### config.mk
export PLATFORM = sky130hd
export DESIGN_NAME = coproc_mailbox
export DESIGN_NICKNAME = d
export VERILOG_FILES = /design/src/rtl/mbx_pkg.sv /design/src/rtl/mbx_fifo.sv /design/src/rtl/mbx_irq.sv /design/src/rtl/coproc_mailbox.sv
export SDC_FILE = /design/constraint.sdc
export NUM_CORES = 2
export LEC_CHECK = 0
export BUFFER_PORTS_ARGS = -buffer_cell sky130_fd_sc_hd__buf_2
export CAP_MARGIN = 40
export CORE_UTILIZATION = 45
export DETAILED_ROUTE_END_ITERATION = 10
export PLACE_DENSITY = 0.68
export SYNTH_ARGS = -nofsm -noshare
export SYNTH_HDL_FRONTEND = slang
export SYNTH_SLANG_ARGS = --single-unit
### constraint.sdc
create_clock -name clk -period 11.7 [get_ports clk]
set_input_delay 2.34 -clock clk [delete_from_list [all_inputs] [get_ports clk]]
set_output_delay 2.34 -clock clk [all_outputs]
set_load 0.02 [all_outputs]
### src/rtl/mbx_pkg.sv
package mbx_pkg;

    // register addresses (byte addresses on the 8-bit bus)
    localparam logic [7:0] ADR_IRQ_EN   = 8'h48;
    localparam logic [7:0] ADR_IRQ_ACK  = 8'h4C;
    localparam logic [7:0] ADR_OUT_BASE = 8'h50;
    localparam logic [7:0] ADR_IN_BASE  = 8'h80;

    // offsets from a queue's control word
    localparam logic [7:0] OFS_SEND0 = 8'h10;
    localparam logic [7:0] OFS_SEND1 = 8'h18;
    localparam logic [7:0] OFS_RECV0 = 8'h20;
    localparam logic [7:0] OFS_RECV1 = 8'h28;

    localparam int NSRC   = 4;
    localparam int FLD_W  = 4;
    localparam int POPC_W = 5;

    typedef enum logic {
        BUS_IDLE = 1'b0,
        BUS_RESP = 1'b1
    } bus_state_t;

    function automatic logic [63:0] ctl_word(input logic is_empty,
                                             input logic is_full,
                                             input logic ovf);
        return {46'd0, is_empty, is_full, 15'd0, ovf};
    endfunction

    function automatic logic [63:0] recv1_word(input logic [31:0]       payload,
                                               input logic [FLD_W-1:0]  wptr,
                                               input logic [FLD_W-1:0]  rptr,
                                               input logic [FLD_W-1:0]  held,
                                               input logic [POPC_W-1:0] pops);
        return {7'd0, pops, held, rptr, wptr, 8'd0, payload};
    endfunction

endpackage

### src/rtl/mbx_fifo.sv
module mbx_fifo #(
    parameter int DEPTH_LOG2 = 3,
    parameter int W0_W       = 64,
    parameter int W1_W       = 32,
    parameter int POPC_W     = 5
) (
    input  logic                  clk,
    input  logic                  rst_n,
    input  logic                  stage_we,
    input  logic [W0_W-1:0]       stage_data,
    input  logic                  push,
    input  logic [W1_W-1:0]       push_w1,
    input  logic                  pop,
    input  logic                  ovf_clr,
    output logic [W0_W-1:0]       head_w0,
    output logic [W1_W-1:0]       head_w1,
    output logic                  full,
    output logic                  empty,
    output logic                  ovf,
    output logic [DEPTH_LOG2:0]   wr_ptr,
    output logic [DEPTH_LOG2:0]   rd_ptr,
    output logic [DEPTH_LOG2:0]   level,
    output logic [POPC_W-1:0]     pop_cnt
);
    localparam int DEPTH = 1 << DEPTH_LOG2;
    localparam int PW    = DEPTH_LOG2 + 1;

    logic [W0_W-1:0]       stg_q;
    logic [W0_W-1:0]       mem0 [DEPTH];
    logic [W1_W-1:0]       mem1 [DEPTH];
    logic [PW-1:0]         wr_q, rd_q;
    logic                  ovf_q;
    logic [POPC_W-1:0]     popc_q;
    logic                  do_push, do_pop;

    assign level   = wr_q - rd_q;
    assign empty   = (wr_q == rd_q);
    assign full    = (level == PW'(DEPTH));
    assign do_push = push && !full;
    assign do_pop  = pop && !empty;

    always_ff @(posedge clk) begin
        if (!rst_n) begin
            stg_q  <= '0;
            wr_q   <= '0;
            rd_q   <= '0;
            ovf_q  <= 1'b0;
            popc_q <= '0;
        end else begin
            if (stage_we) stg_q <= stage_data;
            if (do_push)  wr_q  <= wr_q + 1'b1;
            if (do_pop) begin
                rd_q   <= rd_q + 1'b1;
                popc_q <= popc_q + 1'b1;
            end
            if (push && full) ovf_q <= 1'b1;
            else if (ovf_clr) ovf_q <= 1'b0;
        end
    end

    always_ff @(posedge clk) begin
        if (do_push) begin
            mem0[wr_q[DEPTH_LOG2-1:0]] <= stg_q;
            mem1[wr_q[DEPTH_LOG2-1:0]] <= push_w1;
        end
    end

    assign head_w0 = mem0[rd_q[DEPTH_LOG2-1:0]];
    assign head_w1 = mem1[rd_q[DEPTH_LOG2-1:0]];
    assign ovf     = ovf_q;
    assign wr_ptr  = wr_q;
    assign rd_ptr  = rd_q;
    assign pop_cnt = popc_q;

    // a push into a full queue leaves the write pointer alone
    assert_drop_when_full_R5: assert property (@(posedge clk) disable iff (!rst_n)
        (push && full) |=> $stable(wr_q));
    // that dropped push raises the overflow flag
    assert_ovf_on_drop_R5: assert property (@(posedge clk) disable iff (!rst_n)
        (push && full) |=> ovf_q);
    // occupancy never exceeds the depth
    assert_level_bound_R5: assert property (@(posedge clk) disable iff (!rst_n)
        level <= PW'(DEPTH));
    // a removal from an empty queue moves nothing
    assert_pop_empty_R6: assert property (@(posedge clk) disable iff (!rst_n)
        (pop && empty) |=> ($stable(rd_q) && $stable(popc_q)));
endmodule

### src/rtl/mbx_irq.sv
module mbx_irq #(
    parameter int               NSRC   = 4,
    parameter logic [NSRC-1:0]  MASK_A = 4'b1001,
    parameter logic [NSRC-1:0]  MASK_B = 4'b0110
) (
    input  logic            clk,
    input  logic            rst_n,
    input  logic [NSRC-1:0] cond,
    input  logic [NSRC-1:0] ack,
    input  logic [NSRC-1:0] en,
    output logic [NSRC-1:0] lat,
    output logic            line_a,
    output logic            line_b
);
    logic [NSRC-1:0] lat_q;

    // an acknowledged bit is held clear for one cycle, then may latch again
    always_ff @(posedge clk) begin
        if (!rst_n) lat_q <= '0;
        else        lat_q <= (lat_q | cond) & ~ack;
    end

    assign lat    = lat_q;
    assign line_a = |(lat_q & en & MASK_A);
    assign line_b = |(lat_q & en & MASK_B);

    for (genvar i = 0; i < NSRC; i++) begin : g_chk
        // acknowledge clears the bit on the next cycle
        assert_ack_clears_R9: assert property (@(posedge clk) disable iff (!rst_n)
            ack[i] |=> !lat_q[i]);
        // an unacknowledged bit is sticky
        assert_sticky_R8: assert property (@(posedge clk) disable iff (!rst_n)
            (lat_q[i] && !ack[i]) |=> lat_q[i]);
        // a true condition latches
        assert_latch_R8: assert property (@(posedge clk) disable iff (!rst_n)
            (cond[i] && !ack[i]) |=> lat_q[i]);
    end
endmodule

### src/rtl/coproc_mailbox.sv
module coproc_mailbox #(
    parameter int DEPTH_LOG2 = 3,
    parameter int ADDR_W     = 8,
    parameter int DATA_W     = 64,
    parameter int MSG1_W     = 32
) (
    input  logic              clk,
    input  logic              rst_n,
    input  logic              bus_valid,
    output logic              bus_ready,
    input  logic              bus_write,
    input  logic [ADDR_W-1:0] bus_addr,
    input  logic [DATA_W-1:0] bus_wdata,
    output logic              bus_rvalid,
    output logic [DATA_W-1:0] bus_rdata,
    output logic              irq_app,
    output logic              irq_iop
);
    import mbx_pkg::*;

    localparam int NQ = 2;
    localparam int PW = DEPTH_LOG2 + 1;
    localparam logic [7:0] QBASE [NQ] = '{ADR_OUT_BASE, ADR_IN_BASE};

    // ---------------- bus state machine ----------------
    bus_state_t state_q, state_d;
    logic acc, wr_acc, rd_acc;

    assign acc    = bus_valid && bus_ready;
    assign wr_acc = acc && bus_write;
    assign rd_acc = acc && !bus_write;

    always_ff @(posedge clk) begin
        if (!rst_n) state_q <= BUS_IDLE;
        else        state_q <= state_d;
    end

    always_comb begin
        state_d = state_q;
        unique case (state_q)
            BUS_IDLE: if (rd_acc) state_d = BUS_RESP;
            BUS_RESP: state_d = BUS_IDLE;
        endcase
    end

    always_comb begin
        bus_ready  = 1'b0;
        bus_rvalid = 1'b0;
        unique case (state_q)
            BUS_IDLE: bus_ready  = 1'b1;
            BUS_RESP: bus_rvalid = 1'b1;
        endcase
    end

    // ---------------- queues ----------------
    logic [NQ-1:0]         q_stage, q_push, q_pop, q_oclr;
    logic [NQ-1:0]         q_full, q_empty, q_ovf;
    logic [DATA_W-1:0]     q_h0   [NQ];
    logic [MSG1_W-1:0]     q_h1   [NQ];
    logic [PW-1:0]         q_wp   [NQ];
    logic [PW-1:0]         q_rp   [NQ];
    logic [PW-1:0]         q_lvl  [NQ];
    logic [POPC_W-1:0]     q_pc   [NQ];

    for (genvar g = 0; g < NQ; g++) begin : g_q
        assign q_stage[g] = wr_acc && (bus_addr == ADDR_W'(QBASE[g] + OFS_SEND0));
        assign q_push[g]  = wr_acc && (bus_addr == ADDR_W'(QBASE[g] + OFS_SEND1));
        assign q_oclr[g]  = wr_acc && (bus_addr == ADDR_W'(QBASE[g])) && bus_wdata[0];
        assign q_pop[g]   = rd_acc && (bus_addr == ADDR_W'(QBASE[g] + OFS_RECV1));

        mbx_fifo #(
            .DEPTH_LOG2 (DEPTH_LOG2),
            .W0_W       (DATA_W),
            .W1_W       (MSG1_W),
            .POPC_W     (POPC_W)
        ) u_fifo (
            .clk        (clk),
            .rst_n      (rst_n),
            .stage_we   (q_stage[g]),
            .stage_data (bus_wdata),
            .push       (q_push[g]),
            .push_w1    (bus_wdata[MSG1_W-1:0]),
            .pop        (q_pop[g]),
            .ovf_clr    (q_oclr[g]),
            .head_w0    (q_h0[g]),
            .head_w1    (q_h1[g]),
            .full       (q_full[g]),
            .empty      (q_empty[g]),
            .ovf        (q_ovf[g]),
            .wr_ptr     (q_wp[g]),
            .rd_ptr     (q_rp[g]),
            .level      (q_lvl[g]),
            .pop_cnt    (q_pc[g])
        );
    end

    // ---------------- interrupt status ----------------
    logic [NSRC-1:0] en_q, irq_ack, irq_cond, irq_lat;

    always_ff @(posedge clk) begin
        if (!rst_n) en_q <= '0;
        else if (wr_acc && bus_addr == ADDR_W'(ADR_IRQ_EN)) en_q <= bus_wdata[NSRC-1:0];
    end

    assign irq_ack  = (wr_acc && bus_addr == ADDR_W'(ADR_IRQ_ACK)) ? bus_wdata[NSRC-1:0] : '0;
    assign irq_cond = {~q_empty[1], q_empty[1], ~q_empty[0], q_empty[0]};

    mbx_irq #(
        .NSRC   (NSRC),
        .MASK_A (4'b1001),
        .MASK_B (4'b0110)
    ) u_irq (
        .clk    (clk),
        .rst_n  (rst_n),
        .cond   (irq_cond),
        .ack    (irq_ack),
        .en     (en_q),
        .lat    (irq_lat),
        .line_a (irq_app),
        .line_b (irq_iop)
    );

    // ---------------- read data ----------------
    logic [DATA_W-1:0] rd_mux, rdata_q;

    always_comb begin
        rd_mux = '0;
        if (bus_addr == ADDR_W'(ADR_IRQ_EN))  rd_mux = DATA_W'(en_q);
        if (bus_addr == ADDR_W'(ADR_IRQ_ACK)) rd_mux = DATA_W'(irq_lat);
        for (int g = 0; g < NQ; g++) begin
            if (bus_addr == ADDR_W'(QBASE[g]))
                rd_mux = ctl_word(q_empty[g], q_full[g], q_ovf[g]);
            if (bus_addr == ADDR_W'(QBASE[g] + OFS_RECV0) && !q_empty[g])
                rd_mux = q_h0[g];
            if (bus_addr == ADDR_W'(QBASE[g] + OFS_RECV1) && !q_empty[g])
                rd_mux = recv1_word(q_h1[g], FLD_W'(q_wp[g]), FLD_W'(q_rp[g]),
                                    FLD_W'(q_lvl[g]), q_pc[g]);
        end
    end

    always_ff @(posedge clk) begin
        if (!rst_n)      rdata_q <= '0;
        else if (rd_acc) rdata_q <= rd_mux;
    end

    assign bus_rdata = rdata_q;

    // every accepted read is answered on the next cycle
    assert_read_answered_R2: assert property (@(posedge clk) disable iff (!rst_n)
        rd_acc |=> bus_rvalid);
    // a response lasts one cycle
    assert_resp_one_cycle_R2: assert property (@(posedge clk) disable iff (!rst_n)
        bus_rvalid |=> !bus_rvalid);
    // no request accepted while answering
    assert_no_accept_in_resp_R2: assert property (@(posedge clk) disable iff (!rst_n)
        bus_rvalid |-> !bus_ready);
    // traffic on the outbound queue leaves the inbound pointers alone
    assert_queue_isolation_R11: assert property (@(posedge clk) disable iff (!rst_n)
        ((q_push[0] || q_pop[0]) && !q_push[1] && !q_pop[1]) |=> ($stable(q_wp[1]) && $stable(q_rp[1])));
endmodule

# After elaboration in Yosys (flattened, before gate mapping)
# Memories as Yosys holds them, arrays and structs flattened. A register that Yosys moved wholly into a read port is not among the register bits.
# Cells that the tools add are included.
# classes
bitwise	7
n_lt_le_gt_ge	0
eq_ne	16
reduce_logical	34
n_mul	0
shift	0
div	0
n_mux	29
add_sub_neg	8
# ops
operator	count
two-way mux 64 bit	7
== test 8 x 7 -> 1 bit, second input constant	7
== test 8 bit, second input constant	5
logical AND 1 bit	25
two-way mux 3 bit	8
adder 4 x 1 -> 4 bit, second input constant	4
two-way mux 1 bit	11
adder 5 x 1 -> 5 bit, second input constant	2
AND 4 bit	2
== test 4 bit	2
== test 4 bit, second input constant	2
two-way mux 4 bit	2
subtractor 4 bit	2
zero test 1 bit	5
inverter 4 bit	1
bitwise OR 4 bit	1
nonzero test 2 bit	2
OR reduction 2 bit	2
inverter 1 bit	3
one-hot mux 1 bit (2 select lines)	1
# word_totals
input_bits	76
rom_bits	0
latchBits	0
out_inout_bits	68
reg_bits	229
word_cells	112
ram_bits	1536
n_memories	4
# mem_list
memory	words	word_bits	rd	rd_clocked_by_memory_dff	write_ports	line_no	rtl
g_q[0].u_fifo.mem0	8	64	1	1	1	mbx_fifo.sv:29	logic [W0_W-1:0] mem0 [DEPTH];
g_q[1].u_fifo.mem0	8	64	1	1	1	mbx_fifo.sv:29	
g_q[0].u_fifo.mem1	8	32	1	1	1	mbx_fifo.sv:30	logic [W1_W-1:0] mem1 [DEPTH];
g_q[1].u_fifo.mem1	8	32	1	1	1	mbx_fifo.sv:30	

# Longest topological paths before layout
# logic_depth
ltp_word	9
mapped_depth	11
ltp_nobuf	10

# By module
# A second synthesis with hierarchy kept.
# unflattened
cells_unflattened	3343
hier_area_um2	67927.6
# modules_own_cells
mod	seq_area_each_um2	cells_each	instances	area_each_um2
mbx_fifo at g_q[1].u_fifo	24683.7	1423	1	31876.8
mbx_fifo at g_q[0].u_fifo	24683.7	1422	1	31871.8
coproc_mailbox	1381.3	484	1	4016.4
mbx_irq	80.1	14	1	162.7

# Least setup slack after synthesis
# OpenSTA, ideal clock, no wires.
# synth_path
path_kind	input -> register
start	in bus_addr[2]
end	mem g_q[0].u_fifo.mem0[4][0], enable pin
path_slack_ps	523
setup_time_ps	688
arrival_ps	10488
required_ps	11012
stages	6
n_path_buf	1
path_cell_list	buf_6 -> nor4b_4 -> nand4_1 -> a31oi_2 -> nand2b_1 -> nor3b_1
# synth_via
elab_chain_len	5
# synth_lines
element	line_no	rtl
from (decl)	coproc_mailbox.sv:12	input logic [ADDR_W-1:0] bus_addr,
== test 8 x 7 -> 1 bit	coproc_mailbox.sv:67	assign q_push[g] = wr_acc && (bus_addr == ADDR_W'(QBASE[g] + OFS_SEND1));
logical AND 1 bit	coproc_mailbox.sv:67	
logical AND 1 bit	mbx_fifo.sv:39	assign do_push = push && !full;
two-way mux 1 bit	mbx_fifo.sv:62	if (do_push) begin
two-way mux 1 bit (implied by the code)	mbx_fifo.sv:63	mem0[wr_q[DEPTH_LOG2-1:0]] <= stg_q;
to (decl)	mbx_fifo.sv:29	
# Every way passes these cells.

# Final worst setup path
# layout_path
start	in bus_addr[2]
end	mem g_q[1].u_fifo.mem1[4][23], enable pin
# layout_via
elab_chain_len	5
# layout_lines
element	line_no	rtl
== test 8 bit	coproc_mailbox.sv:67	
logical AND 1 bit	coproc_mailbox.sv:67	
logical AND 1 bit	mbx_fifo.sv:39	
two-way mux 1 bit	mbx_fifo.sv:62	
two-way mux 1 bit (implied by the code)	mbx_fifo.sv:64	mem1[wr_q[DEPTH_LOG2-1:0]] <= push_w1;
to (decl)	mbx_fifo.sv:30	
# Every way passes these cells.

==> metrics.md <==
| Metric | Value |
|---|---|
| Outcome | finished, final reports clean |
| Cells after Synth | 3,474 |
| Most common cell in the netlist | edfxtp_1 |
| Leak pwr | 0.0233 uW |
| Register area | 0.0509 mm^2 |
| CP Launch Type | input pin |
| Synth cell count leaders | 1,536 x edfxtp_1, 384 x mux4_2, 283 x nand2_1 |
| Max Cap Viol | 0 |
| Vias in the first global route | 34,600 |
| Area contributors post-synth | edfxtp_1 69%, mux4_2 13%, dfxtp_1 7.0% |
| Hold Path Class | reg2reg |
| Slew margin rel. | roughly a third |
| Postcts setup bufs | 0 |
| Syn Nets | roughly 3,600 |
| #FFs+latches synth | 1,771 |
| Final ANT Viol Nets | 0 |
| Comb power frac | 1.2% |
| Top-area cell type share of the netlist area | approximately 69% |
| TritonCTS clock tree | done |
| HPWL Detailed | between 90,000 and 100,000 um |
| Kind of critical path | in2reg |
| Hold Buf Count CTS | 0 |
| Worst vdd ir | 0.000126 V |
| Most area-hungry cell type in the Yosys netlist | edfxtp_1 |
| Yosys warnings | 0 |
| Syn avg cell area | 19.3 um^2 |
| Worst r2r src | g_q[1].u_fifo.wr_ptr[3] |
| Critical Path RT | between 10,000 and 15,000 ps |
| Initial antenna violation count | 9 |
| # nets final | 3,780 |
| Vias per inst | approximately 5.9 |
| Hold endpoint | bus_rdata[56] |
| Worst flop-to-flop path endpoint | g_q[1].u_fifo.mem1[4][23] |
| Global-route wire length before repair | 233,000 um |
| Layout area overhead | 13.7% |
| Die W | 388 um |
| R2R setup slack | 7170 ps |
| Pin count of the biggest net entering global routing | 102 |
| Most used DFF post-synth | edfxtp_1 |
| Worst Path Max Fanout | 49 |
| Die area | 0.151 mm^2 |
| Clock Tree Buf Depth | 3 |
| Post-route setup TNS | 0 ps |
| Final Hold Vio Count | 0 |
| Area after DPL | a little over 0.07 mm^2 |
| GR Util All Layers | 21.1% |
| Port Buffers | 143 |
| # setup viols final | 0 |
| Ys async rst share | 0% |
| Io pins | 144 |
| Cell Area, Synth | around 0.067 mm^2 |
| Clk pwr share | 43.8% |
| R2R cell count | 7 |
| Crit share post-route | between 40% and 50% |
| Sw Share | 19.6% |
| Post-route cell area | 0.0764 mm^2 |
| Core box area | roughly 0.15 mm^2 |
| Crit. End Element | flop |
| Post-synth EDFFs | 1,536 |
| Share of cells above drive strength 1 | about 25% |
| CTS sink cnt | 1,771 |
| Initial Utilization | 45.4% |
| Initial DRC Count | 3,329 |
| Grt ovf | 0 |
| FP Rows | between 100 and 150 |
| Initial DRT Pass Iterations | 5 |
| Fin Clk Skew | 24.5 ps |
| Clock transition at path regs | approximately 60 ps |
| Filler Cells Inserted | 11,500 |
| Pwr Density | 162 mW/mm^2 |
| GP Congestion | 0.842 |
| Sw Pwr | about 2400 uW |
| Reg power frac | a little under three fifths |
| Int Power | 9950 uW |
| Root buf cell | clkbuf_16 |
| Slew Limit Fails | 0 |
| RSZ-0062 raised after global routing | false |
| Tmin final | approximately 5700 ps |
| Sequential share of the synthesized area | roughly three quarters |
| Clock latency on the worst-skew pair | 790 ps |
| Via count | 34,100 |
| Post-DR wirelength/cell | 27.4 um |
| CTS Buf Count | 169 |
| Post-CTS resize count | 0 |
| F_max | 176 MHz |
| Synth cell types | 71 |
| Depth of the worst hold-timing path | 2 |
| H-tree depth | 4 |
| Die Height | 388 um |
| Multi-input gate area | 0.0156 mm^2 |
| Crit path DAT | between 6000 and 7000 ps |
| Worst slew pin tran | 984 ps |
| Drt total wl | 158,000 um |
| DR DRC count | 0 |
| Worst Min Path Start | bus_rdata[56] |
## power groups by stage
stage	registers (uW)	clock network, uW	logic [uW]
2_1_floorplan	6950	0	42.8
3_3_place_gp	6950	0	137
3_5_place_dp	6950	0	144
4_1_cts	6810	5490	144
5_1_grt	6810	5730	152
6_report	6810	5420	144
## how the worst max path moves through the flow
stage / from / cells after the start / to / slack (ps)
final: bus_addr[2] / 9 / g_q[1].u_fifo.mem1[4][23] / 6030
after global routing: bus_addr[7] / 9 / g_q[1].u_fifo.mem1[4][23] / 5850
after CTS: bus_addr[2] / 9 / g_q[1].u_fifo.mem1[4][23] / 6090
after detailed placement: bus_addr[2] / 9 / g_q[1].u_fifo.mem1[4][7] / 5250
after global placement: bus_addr[2] / 8 / g_q[0].u_fifo.mem0[5][33] / 5140
after floorplan: bus_addr[2] / 6 / g_q[0].u_fifo.mem0[4][0] / 520
## metrics by stage
stage	setup WS [ps]	std cells	total power, uW	hold slack [ps]	util (%)
after global routing	5850	5763	12700	527	51.6
after detailed placement	5250	5449	7090	485	47.9
after floorplan	523	3474	6990	436	-
after CTS	6090	5763	12400	497	51.6
final	6030	5765	12400	496	51.6
after global placement	5140	5420	7080	476	47.4
## cell usage in the layout, fill, tap and decap left out, types with 19 or more instances in the layout
cell type,synthesis,layout
mux4_2,384,384
nor3_1,78,72
clkbuf_16,0,177
clkinv_2,0,26
clkbuf_1,94,51
clkinv_1,0,20
dfxtp_1,235,229
a21oi_1,150,150
o22ai_1,80,80
edfxtp_1,1536,1536
nand2_1,283,282
buf_16,0,19
buf_2,70,143
mux2_2,31,31
buf_4,11,68
mux2i_1,171,171
nor2_1,135,128
o21ai_0,21,21
## flip-flops by register name (all words and copies together) (netlist names), 8 cells and up, named ones only
name	cells
g_q.u_fifo.mem0	1024
g_q.u_fifo.stg_q	128
bus_rdata	64
g_q.u_fifo.pop_cnt	10
g_q.u_fifo.rd_ptr	8
g_q.u_fifo.wr_ptr	8
g_q.u_fifo.mem1	512
## layer usage
layer | GRT usage [%] | wire (um) | vias to the layer above
li1 | - | - | 14500
met1 | 30.0 | 65700 | 17900
met2 | 33.1 | 74700 | 1434
met3 | 4.38 | 13900 | 254
met4 | 5.78 | 3680 | 4
met5 | 0 | 23 | -
## cell type report
class / instances / share of cell area (%)
flip-flops and latches: 1771 / 66.6
multi-input cells: 1495 / 20.4
clock buffers: 244 / 6.34
well taps: 1930 / 3.16
repair buffers: 241 / 2.58
clock inverters: 70 / 0.868
inverters: 12 / 0.0688
diodes: 2 / 0.00655
## cells by family (layout without fill, tap and decap cells)
kind of cell / after synthesis / in the layout / share of synthesized area (%)
flops: 1771 / 1771 / 75.7
simple gates: 566 / 566 / 3.68
compound gates: 310 / 310 / 2.80
xor+xnor: 19 / 19 / 0.248
buf+inv: 208 / 567 / 1.37
mux: 586 / 586 / 15.9
fa+ha+maj: 14 / 14 / 0.283
other cells: 0 / 2 / 0
## critical path: stages
cell	delay [ps]
buf_2	190
or4b_4	590
nor2_2	150
and2_4	220
o31a_1	250
nand2_1	260
nor2_4	560
buf_4	760
buf_4	650
Note: power is estimated with default switching activity, not from simulation.
